==> src/rtl/tlm_pkg.sv <==
package tlm_pkg;
  typedef enum logic {REC_HIGH = 1'b0, REC_LOW = 1'b1} rec_kind_e;
  localparam int NUM_FLAGS = 3;
  localparam int FL_OVER  = 0;
  localparam int FL_UNDER = 1;
  localparam int FL_IRQ   = 2;
endpackage

==> src/rtl/tlm_extreme_rec.sv <==
module tlm_extreme_rec
  import tlm_pkg::*;
#(
  parameter int        W    = 16,
  parameter rec_kind_e KIND = REC_HIGH
) (
  input  logic         clk,
  input  logic         rst_n,
  input  logic         upd,
  input  logic [W-1:0] sample,
  input  logic         clr,
  output logic [W-1:0] rec
);
  localparam logic [W-1:0] MOST_NEG = {1'b1, {(W-1){1'b0}}};
  localparam logic [W-1:0] MOST_POS = {1'b0, {(W-1){1'b1}}};
  localparam logic [W-1:0] INIT     = (KIND == REC_HIGH) ? MOST_NEG : MOST_POS;

  logic beats;
  generate
    if (KIND == REC_HIGH) begin : g_high
      assign beats = $signed(sample) > $signed(rec);
    end else begin : g_low
      assign beats = $signed(sample) < $signed(rec);
    end
  endgenerate

  always_ff @(posedge clk or negedge rst_n) begin
    if (!rst_n)                  rec <= INIT;
    else if (upd && (clr || beats)) rec <= sample;
    else if (clr)                rec <= INIT;
  end


  rec_bounds_sample_chk: assert property (@(posedge clk) disable iff (!rst_n)
    upd |=> ((KIND == REC_HIGH) ? ($signed(rec) >= $signed($past(sample)))
                                : ($signed(rec) <= $signed($past(sample)))));
endmodule

==> src/rtl/tlm_limit_cmp.sv <==
module tlm_limit_cmp #(
  parameter int W = 16
) (
  input  logic [W-1:0] sample,
  input  logic [W-1:0] hi_lim,
  input  logic [W-1:0] lo_lim,
  input  logic         hi_en,
  input  logic         lo_en,
  output logic         above,
  output logic         below
);
  always_comb begin
    above = hi_en && ($signed(sample) > $signed(hi_lim));
    below = lo_en && ($signed(sample) < $signed(lo_lim));
  end
endmodule

==> src/rtl/tlm_sticky_flags.sv <==
module tlm_sticky_flags #(
  parameter int N = 3
) (
  input  logic         clk,
  input  logic         rst_n,
  input  logic [N-1:0] set,
  input  logic [N-1:0] clr,
  output logic [N-1:0] flag
);
  generate
    for (genvar i = 0; i < N; i++) begin : g_flag
      always_ff @(posedge clk or negedge rst_n) begin
        if (!rst_n)      flag[i] <= 1'b0;
        else if (set[i]) flag[i] <= 1'b1;
        else if (clr[i]) flag[i] <= 1'b0;
      end


      flag_sticky_chk: assert property (@(posedge clk) disable iff (!rst_n)
        (flag[i] && !clr[i]) |=> flag[i]);

      flag_clear_chk: assert property (@(posedge clk) disable iff (!rst_n)
        (clr[i] && !set[i]) |=> !flag[i]);

      flag_set_wins_chk: assert property (@(posedge clk) disable iff (!rst_n)
        set[i] |=> flag[i]);
    end
  endgenerate
endmodule

==> src/rtl/temp_limit_monitor.sv <==
module temp_limit_monitor
  import tlm_pkg::*;
#(
  parameter int TEMP_W = 16
) (
  input  logic              clk,
  input  logic              rst_n,
  input  logic              smp_valid,
  output logic              smp_ready,
  input  logic [TEMP_W-1:0] smp_data,
  input  logic [TEMP_W-1:0] irq_hi_lim,
  input  logic [TEMP_W-1:0] irq_lo_lim,
  input  logic [TEMP_W-1:0] rst_hi_lim,
  input  logic [TEMP_W-1:0] rst_lo_lim,
  input  logic              cmp_hi_en,
  input  logic              cmp_lo_en,
  input  logic              irq_en,
  input  logic              rst_en,
  input  logic              clr_over,
  input  logic              clr_under,
  input  logic              clr_irq,
  input  logic              clr_hi_rec,
  input  logic              clr_lo_rec,
  output logic [TEMP_W-1:0] hi_rec,
  output logic [TEMP_W-1:0] lo_rec,
  output logic              over_flag,
  output logic              under_flag,
  output logic              irq_flag,
  output logic              irq_out,
  output logic              rst_req
);
  localparam int NPAIR = 2;
  localparam int P_IRQ = 0;
  localparam int P_RST = 1;

  logic upd;
  logic [NPAIR-1:0][TEMP_W-1:0] hi_lims, lo_lims;
  logic [NPAIR-1:0] above, below;
  logic [NUM_FLAGS-1:0] fset, fclr, flags;

  always_ff @(posedge clk or negedge rst_n) begin
    if (!rst_n) smp_ready <= 1'b0;
    else        smp_ready <= 1'b1;
  end

  assign upd = smp_valid && smp_ready;

  assign hi_lims[P_IRQ] = irq_hi_lim;
  assign lo_lims[P_IRQ] = irq_lo_lim;
  assign hi_lims[P_RST] = rst_hi_lim;
  assign lo_lims[P_RST] = rst_lo_lim;

  generate
    for (genvar p = 0; p < NPAIR; p++) begin : g_pair
      tlm_limit_cmp #(.W(TEMP_W)) u_cmp (
        .sample(smp_data), .hi_lim(hi_lims[p]), .lo_lim(lo_lims[p]),
        .hi_en(cmp_hi_en), .lo_en(cmp_lo_en),
        .above(above[p]), .below(below[p])
      );
    end
  endgenerate

  tlm_extreme_rec #(.W(TEMP_W), .KIND(REC_HIGH)) u_hi_rec (
    .clk(clk), .rst_n(rst_n), .upd(upd), .sample(smp_data),
    .clr(clr_hi_rec), .rec(hi_rec)
  );

  tlm_extreme_rec #(.W(TEMP_W), .KIND(REC_LOW)) u_lo_rec (
    .clk(clk), .rst_n(rst_n), .upd(upd), .sample(smp_data),
    .clr(clr_lo_rec), .rec(lo_rec)
  );

  always_comb begin
    fset[FL_OVER]  = upd && (|above);
    fset[FL_UNDER] = upd && (|below);
    fset[FL_IRQ]   = upd && (above[P_IRQ] || below[P_IRQ]);
    fclr[FL_OVER]  = clr_over;
    fclr[FL_UNDER] = clr_under;
    fclr[FL_IRQ]   = clr_irq;
  end

  tlm_sticky_flags #(.N(NUM_FLAGS)) u_flags (
    .clk(clk), .rst_n(rst_n), .set(fset), .clr(fclr), .flag(flags)
  );

  assign over_flag  = flags[FL_OVER];
  assign under_flag = flags[FL_UNDER];
  assign irq_flag   = flags[FL_IRQ];
  assign irq_out    = irq_flag && irq_en;

  always_ff @(posedge clk or negedge rst_n) begin
    if (!rst_n) rst_req <= 1'b0;
    else        rst_req <= upd && rst_en && (above[P_RST] || below[P_RST]);
  end


  rst_req_source_chk: assert property (@(posedge clk) disable iff (!rst_n)
    rst_req |-> ($past(smp_valid) && $past(rst_en)));

  no_over_when_off_chk: assert property (@(posedge clk) disable iff (!rst_n)
    (!cmp_hi_en && !over_flag && !clr_over) |=> !over_flag);

  ready_held_chk: assert property (@(posedge clk) disable iff (!rst_n)
    smp_ready |=> smp_ready);
endmodule

==> config.mk <==
export PLATFORM = sky130hd
export DESIGN_NAME = temp_limit_monitor
export DESIGN_NICKNAME = d
export VERILOG_FILES = /design/src/rtl/tlm_pkg.sv /design/src/rtl/tlm_extreme_rec.sv /design/src/rtl/tlm_limit_cmp.sv /design/src/rtl/tlm_sticky_flags.sv /design/src/rtl/temp_limit_monitor.sv
export SDC_FILE = /design/constraint.sdc
export NUM_CORES = 1
export LEC_CHECK = 0
export CAP_MARGIN = 20
export CORE_ASPECT_RATIO = 0.75
export CORE_MARGIN = 2
export CORE_UTILIZATION = 48
export DETAILED_ROUTE_END_ITERATION = 6
export GPL_ROUTABILITY_DRIVEN = 0
export GPL_TIMING_DRIVEN = 0
export HOLD_SLACK_MARGIN = 0.12
export PLACE_DENSITY = 0.79
export SYNTH_ARGS = -nofsm -noshare
export SYNTH_HDL_FRONTEND = slang
export SYNTH_HIERARCHICAL = 1
export SYNTH_SLANG_ARGS = --single-unit
==> constraint.sdc <==
create_clock -name clk -period 3.3 [get_ports clk]
set_input_delay 0.495 -clock clk [delete_from_list [all_inputs] [get_ports clk]]
set_output_delay 0.495 -clock clk [all_outputs]
set_load 0.02 [all_outputs]
==> metrics, run 1 <==
outcome=complete, no violations; Initial Util=49.0%; Max Freq=323 MHz; Overflow after GRT=0; Die Wd=111 um; Total Nets Final=768; via count=3,868; EDFF count, synth=0; post-CTS sizing=0; hpwl dp=9570 um; clock root cell=clkbuf_16; LEAKAGE=2.91 nW; Ys Warns=6; final WL=11,900 um; CTS tree=built; IO Port Bufs=129; worst-margin pin slew=811 ps; WL/cell=17.1 um; share of cells above drive strength 1=10.6%; Routed Antenna Nets=0; Avg Cell Area, Syn=9.23 um2; Mapped Cells=447; Post-CTS Setup Bufs=0; register area share after synthesis=22.9%; setup TNS=0 ps; Finished Core Util=68.1%; Core ar.=8420 um2; CTS H-Tree Depth=2; first-pass GRT wire length=19,200 um; Worst Setup End Kind=flip-flop; DRC errors left=0; final setup violation count=0; Antenna Cells=0; Rows=29; Largest stage delay, worst path=650 ps; relative slew slack=45.9%; Total GRT Usage=25.2%; leading area contributor after synthesis=ha_1; Main synth FF type=dfrtp_1; initial DRC count=157; CTS Buf Count=5; Clock Latency Late Sink=280 ps; clock-pin slew on the worst setup and hold paths=60 ps; IO Count=130; RSZ-0062 raised after global routing=no; #FFs+latches synth=37; library cells used by synthesis=58; fin. max-slew vios=0; Area contributors post-synth=ha_1, dfrtp_1, dfstp_2, inv_1, a21oi_1; top cell type's share of synthesized area=28.2%; initial antenna violation count=0; Vias/cell=5.59; Max-cap violations=0; ys async rst share=100%; CTS Buffer Depth=2; Min Hold Slack=314 ps; syn_nets=632; post-layout min period=3090 ps; startpoint class of the critical path=input pin; Req. time, crit path=3500 ps; layout overhead on the synthesized area=39.1%; Tcrit/Tclk final=93.7%; worst clock skew=2.77 ps; 1st-pass router iterations=4; Crit-path slowest cell=clkdlybuf4s50_1; final hold violations=0; critical path type=in2reg; sinks on the clock net=37; number of global-route vias before repair=3,920; HP Class=in2async; synthesized area=4120 um2; CP max FO=10; CP Data Arrival Time=3300 ps; die area=9360 um2; power density over the cells=374 nW/um2; hold buffers post-CTS=0; VDD IR max=0.416 mV; largest net degree at the start of global routing=38; die height=84.3 um; cells along the critical path=clkdlybuf4s50_1 > ha_1 > a21oi_1 > nand3_1 > a211oi_2 > nor3_1 > or3_1 > buf_2 > buf_6 > o22a_1
## logic make-up (layout without fill, tap and decap cells)
kind of cell / Yosys count / count (layout) / synth area share (%)
other: 1 / 1 / 0.0909
and+or+nand+nor: 98 / 98 / 15.1
DFF: 37 / 37 / 22.9
buffers and inverters: 106 / 243 / 10.4
AOI/OAI and AO/OA: 107 / 107 / 22.0
adders and majority gates: 93 / 93 / 28.2
muxes: 5 / 5 / 1.21
## worst max-delay path, delay by kind of cell
kind,cells,cell delay [ps]
buffers and inverters,3,960
AND/OR/NAND/NOR,3,570
AO/OA/AOI/OAI,3,800
adder cells (fa/ha/maj),1,460
## cells in the mapped netlist, types with 2 or more instances
| cell type | instances |
|---|---|
| o21a_1 | 2 |
| nand2b_4 | 2 |
| dfrtp_1 | 21 |
| o21ai_0 | 2 |
| a311o_1 | 2 |
| o31a_1 | 2 |
| a211oi_1 | 2 |
| buf_2 | 2 |
| o211ai_1 | 3 |
| nand4_1 | 20 |
| nor2b_1 | 2 |
| a22o_1 | 9 |
| o21ai_2 | 2 |
| dfstp_2 | 16 |
| a21oi_1 | 25 |
| nor4b_2 | 2 |
| nor3_1 | 7 |
| a31oi_1 | 2 |
| a2111oi_4 | 2 |
| nand2_1 | 15 |
| o22a_1 | 14 |
| or3_4 | 2 |
| o211a_1 | 4 |
| nand2b_1 | 5 |
| nand4b_1 | 2 |
| ha_1 | 93 |
| inv_1 | 100 |
| buf_6 | 4 |
| a211o_1 | 3 |
| a211oi_2 | 4 |
| a22o_2 | 6 |
| nand3b_1 | 2 |
| and2_1 | 2 |
| nand3_1 | 15 |
| mux2i_1 | 5 |
| a21o_1 | 15 |
| nor2_1 | 10 |
## per-layer routing
layer / GRT usage (%) / vias to the layer above / routed length [um]
met5: 0 / - / 0
met4: 3.70 / 0 / 82
met3: 3.75 / 10 / 821
met2: 44.8 / 137 / 5680
met1: 33.5 / 1842 / 5280
li1: - / 1879 / -
## through the flow
stage	std cells	power (mW)	area, um2	setup slack (ps)
floorplan	447	1.13	4120	835
global placement	684	1.50	5550	-9.28
detailed placement	684	1.53	5550	-70.8
CTS	692	2.16	5740	212
global route	692	2.27	5740	18.3
finish	692	2.15	5740	207
## layout make-up
type	instances	area, um2
clock inverter	3	65.1
timing repair buffer	129	1290
fill	697	2680
inverter	100	375
clock buffer	5	125
buffer	6	55.1
sequential	37	946
tap	108	135
multi-input combinational	304	2750
## power breakdown
part           internal (mW)  leakage (nW)  switching [mW]  total (mW)
clock                  0.431        0.0938           0.175       0.606
combinational          0.468          2.37           0.464       0.932
sequential             0.546         0.442          0.0640       0.610
total                   1.44          2.91           0.703        2.15
## final timing paths
| path | from | endpoint | slack [ps] | cells past startpoint |
|---|---|---|---|---|
| max reg2reg | u_lo_rec/rec[7]$_DFFE_PN1P_ | u_lo_rec/rec[9]$_DFFE_PN1P_ | 620 | 10 |
| min reg2reg | u_flags/flag[0]$_DFFE_PN0P_ | u_flags/flag[0]$_DFFE_PN0P_ | 510 | 1 |
| min | rst_n | smp_ready$_DFF_PN0_ | 310 | 1 |
| max | smp_data[7] | u_lo_rec/rec[9]$_DFFE_PN1P_ | 210 | 10 |
| min in group clk | u_flags/flag[0]$_DFFE_PN0P_ | u_flags/flag[0]$_DFFE_PN0P_ | 510 | 1 |
| max in group asynchronous | rst_n | u_hi_rec/rec[4]$_DFFE_PN0P_ | 2470 | 1 |
## cell usage in the layout, fill, tap and decap left out, types with 5 or more instances in the layout
cell type        synthesis  final
clkdlybuf4s50_1          0    128
inv_1                  100    100
ha_1                    93     93
a21oi_1                 25     25
dfrtp_1                 21     21
nand4_1                 20     20
dfstp_2                 16     16
nand2_1                 15     15
nand3_1                 15     15
a21o_1                  15     15
o22a_1                  14     14
nor2_1                  10     10
a22o_1                   9      9
nor3_1                   7      7
a22o_2                   6      6
clkbuf_16                0      5
mux2i_1                  5      5
nand2b_1                 5      5
## flip-flops by register name, indices dropped and copies added (netlist names)
| register | count |
|---|---|
| u_hi_rec/rec | 16 |
| u_lo_rec/rec | 16 |
| u_flags/flag | 3 |
| rst_req | 1 |
| smp_ready | 1 |
Power figures use the tool's default switching activity.
==> inputs of run 2 (changes only) <==
- CTS_CLUSTER_SIZE: unset -> 10
- SLEW_MARGIN: unset -> 40
==> run 2 against run 1 <==
Against the previous run: wire length shrank 1.6%; global-route usage shrank 0.58 points; final cell count grew 0.14%; total power grew 0.12%; fmax shrank 3.2%; flip-flop and latch count is the same; clock-buffer cell count is the same; hold slack lost 180 ps; via count shrank 1.3%; non-clock buffer count grew 1; final area grew 0.48%; critical path type unchanged; critical endpoint is now u_lo_rec/rec[10]$_DFFE_PN1P_; largest power group unchanged.
==> metrics, run 2 (synthesis results as in run 1) <==
sinks on the clock net=37 (unchanged); Initial Util=49.0% (unchanged); Comb pwr share=43.4% (about the same); power density over the cells=373 nW/um2 (-0.36%); final WL=11,700 um (-1.6%); LEAKAGE=2.92 nW (+0.44%); HP Class=in2async; Max Freq=313 MHz (-3.2%); startpoint class of the critical path=input pin; setup TNS=0 ps (unchanged); Total GRT Usage=24.6% (-0.58 points); initial antenna violation count=0 (unchanged); WL/cell=16.8 um (-1.7%); sequential share of power=28.3% (about the same); critical path type=in2reg; R2R Setup Slk=520 ps (-100 ps); worst reg2reg path startpoint=u_lo_rec/rec[7]$_DFFE_PN1P_; Max-cap violations=0 (unchanged); Min Hold Slack=137 ps (-177 ps); Top Registers=u_hi_rec/rec x16, u_lo_rec/rec x16, u_flags/flag x3; hpwl dp=9630 um (+0.71%); most common cell after layout, fill and taps aside=clkdlybuf4s50_1; Power Total=2.15 mW (+0.12%); VDD IR max=0.414 mV (-0.54%); Core ar.=8420 um2 (unchanged); IO Count=130 (unchanged); initial DRC count=169 (+7.6%); dpl cells=685 (+0.15%); design area=5760 um2 (+0.48%); clock-pin slew on the worst setup and hold paths=60 ps (about the same); most frequent cells in the layout=clkdlybuf4s50_1, inv_1, ha_1; Req. time, crit path=3510 ps (about the same); Cell Area, Placed=5570 um2 (+0.50%); Tcrit/Tclk final=96.8% (+3.1 points); worst r2r dst=u_lo_rec/rec[10]$_DFFE_PN1P_; r2r worst-path depth=10 (unchanged); 1st-pass router iterations=4 (unchanged); post-layout min period=3190 ps (+101 ps); Total Nets Final=769 (+0.13%); Worst Setup End Kind=flip-flop; Switch Pwr=0.703 mW (about the same); CP Data Arrival Time=3400 ps (+100 ps); die area=9360 um2 (unchanged); worst clock skew=3.98 ps (+1.21 ps); IO Port Bufs=129 (unchanged); Post-CTS Setup Bufs=0 (unchanged); clock root cell=clkbuf_16; fin cells=693 (+0.14%); DRC errors left=0 (unchanged); relative slew slack=66.8% (+21 points); fin. max-slew vios=0 (unchanged); Sw Share=32.7% (-0.054 points); hold buffers post-CTS=0 (unchanged); share of cells above drive strength 1=10.8% (+0.15 points); CTS Buf Count=5 (unchanged); layout overhead on the synthesized area=39.7%; Routed Antenna Nets=0 (unchanged); CTS H-Tree Depth=2 (unchanged); internal power=1.45 mW (+0.20%); Vias/cell=5.51 (-1.4%); number of global-route vias before repair=3,891 (-0.74%); outcome=complete, no violations; CTS Buffer Depth=2 (unchanged); Antenna Cells=0 (unchanged); CTS tree=built; CP max FO=10 (unchanged); post-CTS sizing=0 (unchanged); RSZ-0062 raised after global routing=no; final hold violations=0 (unchanged); largest net degree at the start of global routing=24 (-37%); worst-margin pin slew=492 ps (-319 ps); Clock Latency Late Sink=280 ps (about the same); first-pass GRT wire length=18,700 um (-2.1%); via count=3,818 (-1.3%); Rows=29 (unchanged); clock share of power=28.3% (about the same); Die Wd=111 um (unchanged); Overflow after GRT=0 (unchanged); final setup violation count=0 (unchanged); die height=84.3 um (unchanged)
[run 2: cell types whose count changed in the layout (fill, tap and decap cells not counted)]
cell and change:
buf_16 +1
[run 2: power groups by stage]
stage / sequential, mW / combinational, mW / clock [mW]
after global routing: 0.618 / 1.02 / 0.635
after detailed placement: 0.614 / 0.923 / 0
after CTS: 0.608 / 0.935 / 0.617
final: 0.609 / 0.932 / 0.609
after global placement: 0.612 / 0.885 / 0
after floorplan: 0.685 / 0.447 / 0
[run 2: worst max-delay path, stage by stage]
cell and delay, ps:
clkdlybuf4s50_1 770, ha_1 350, a21oi_1 190, nand3_1 150, a211oi_2 470, nor3_1 150, or3_1 320, buf_2 160
buf_6 150, o22a_1 180
[run 2: how the worst max path moves through the flow]
stage,startpoint,endpoint,slack (ps),depth (start not counted)
finish,smp_data[7],u_lo_rec/rec[10]$_DFFE_PN1P_,110,10
global route,smp_data[7],u_lo_rec/rec[14]$_DFFE_PN1P_,2,10
CTS,smp_data[7],u_lo_rec/rec[14]$_DFFE_PN1P_,160,10
detailed placement,smp_data[7],u_lo_rec/rec[14]$_DFFE_PN1P_,-90,10
global placement,smp_data[15],u_lo_rec/rec[11]$_DFFE_PN1P_,-9,11
floorplan,u_lo_rec/rec[7]$_DFFE_PN1P_,u_lo_rec/rec[10]$_DFFE_PN1P_,830,10
[run 2: cell type report]
cell class                 count  area [um2]
tap                          108         135
fill                         681        2660
sequential                    37         946
clock inverter                 3        65.1
timing repair buffer         130        1310
inverter                     100         375
buffer                         6        55.1
multi-input combinational    304        2750
clock buffer                   5         125
[run 2: per-layer routing]
layer,global-route usage [%],vias to the layer above,share of wire (%)
li1,-,1886,-
met4,4.94,0,0.92
met3,3.68,9,6.6
met1,32.7,1799,45
met5,0,-,0
met2,43.2,124,47
[run 2: metrics by stage]
stage          utilization, %  setup slack [ps]
2_1_floorplan               -               835
3_3_place_gp             65.9             -9.28
3_5_place_dp             66.2             -87.0
4_1_cts                  68.5               156
5_1_grt                  68.5              2.30
6_report                 68.5               106
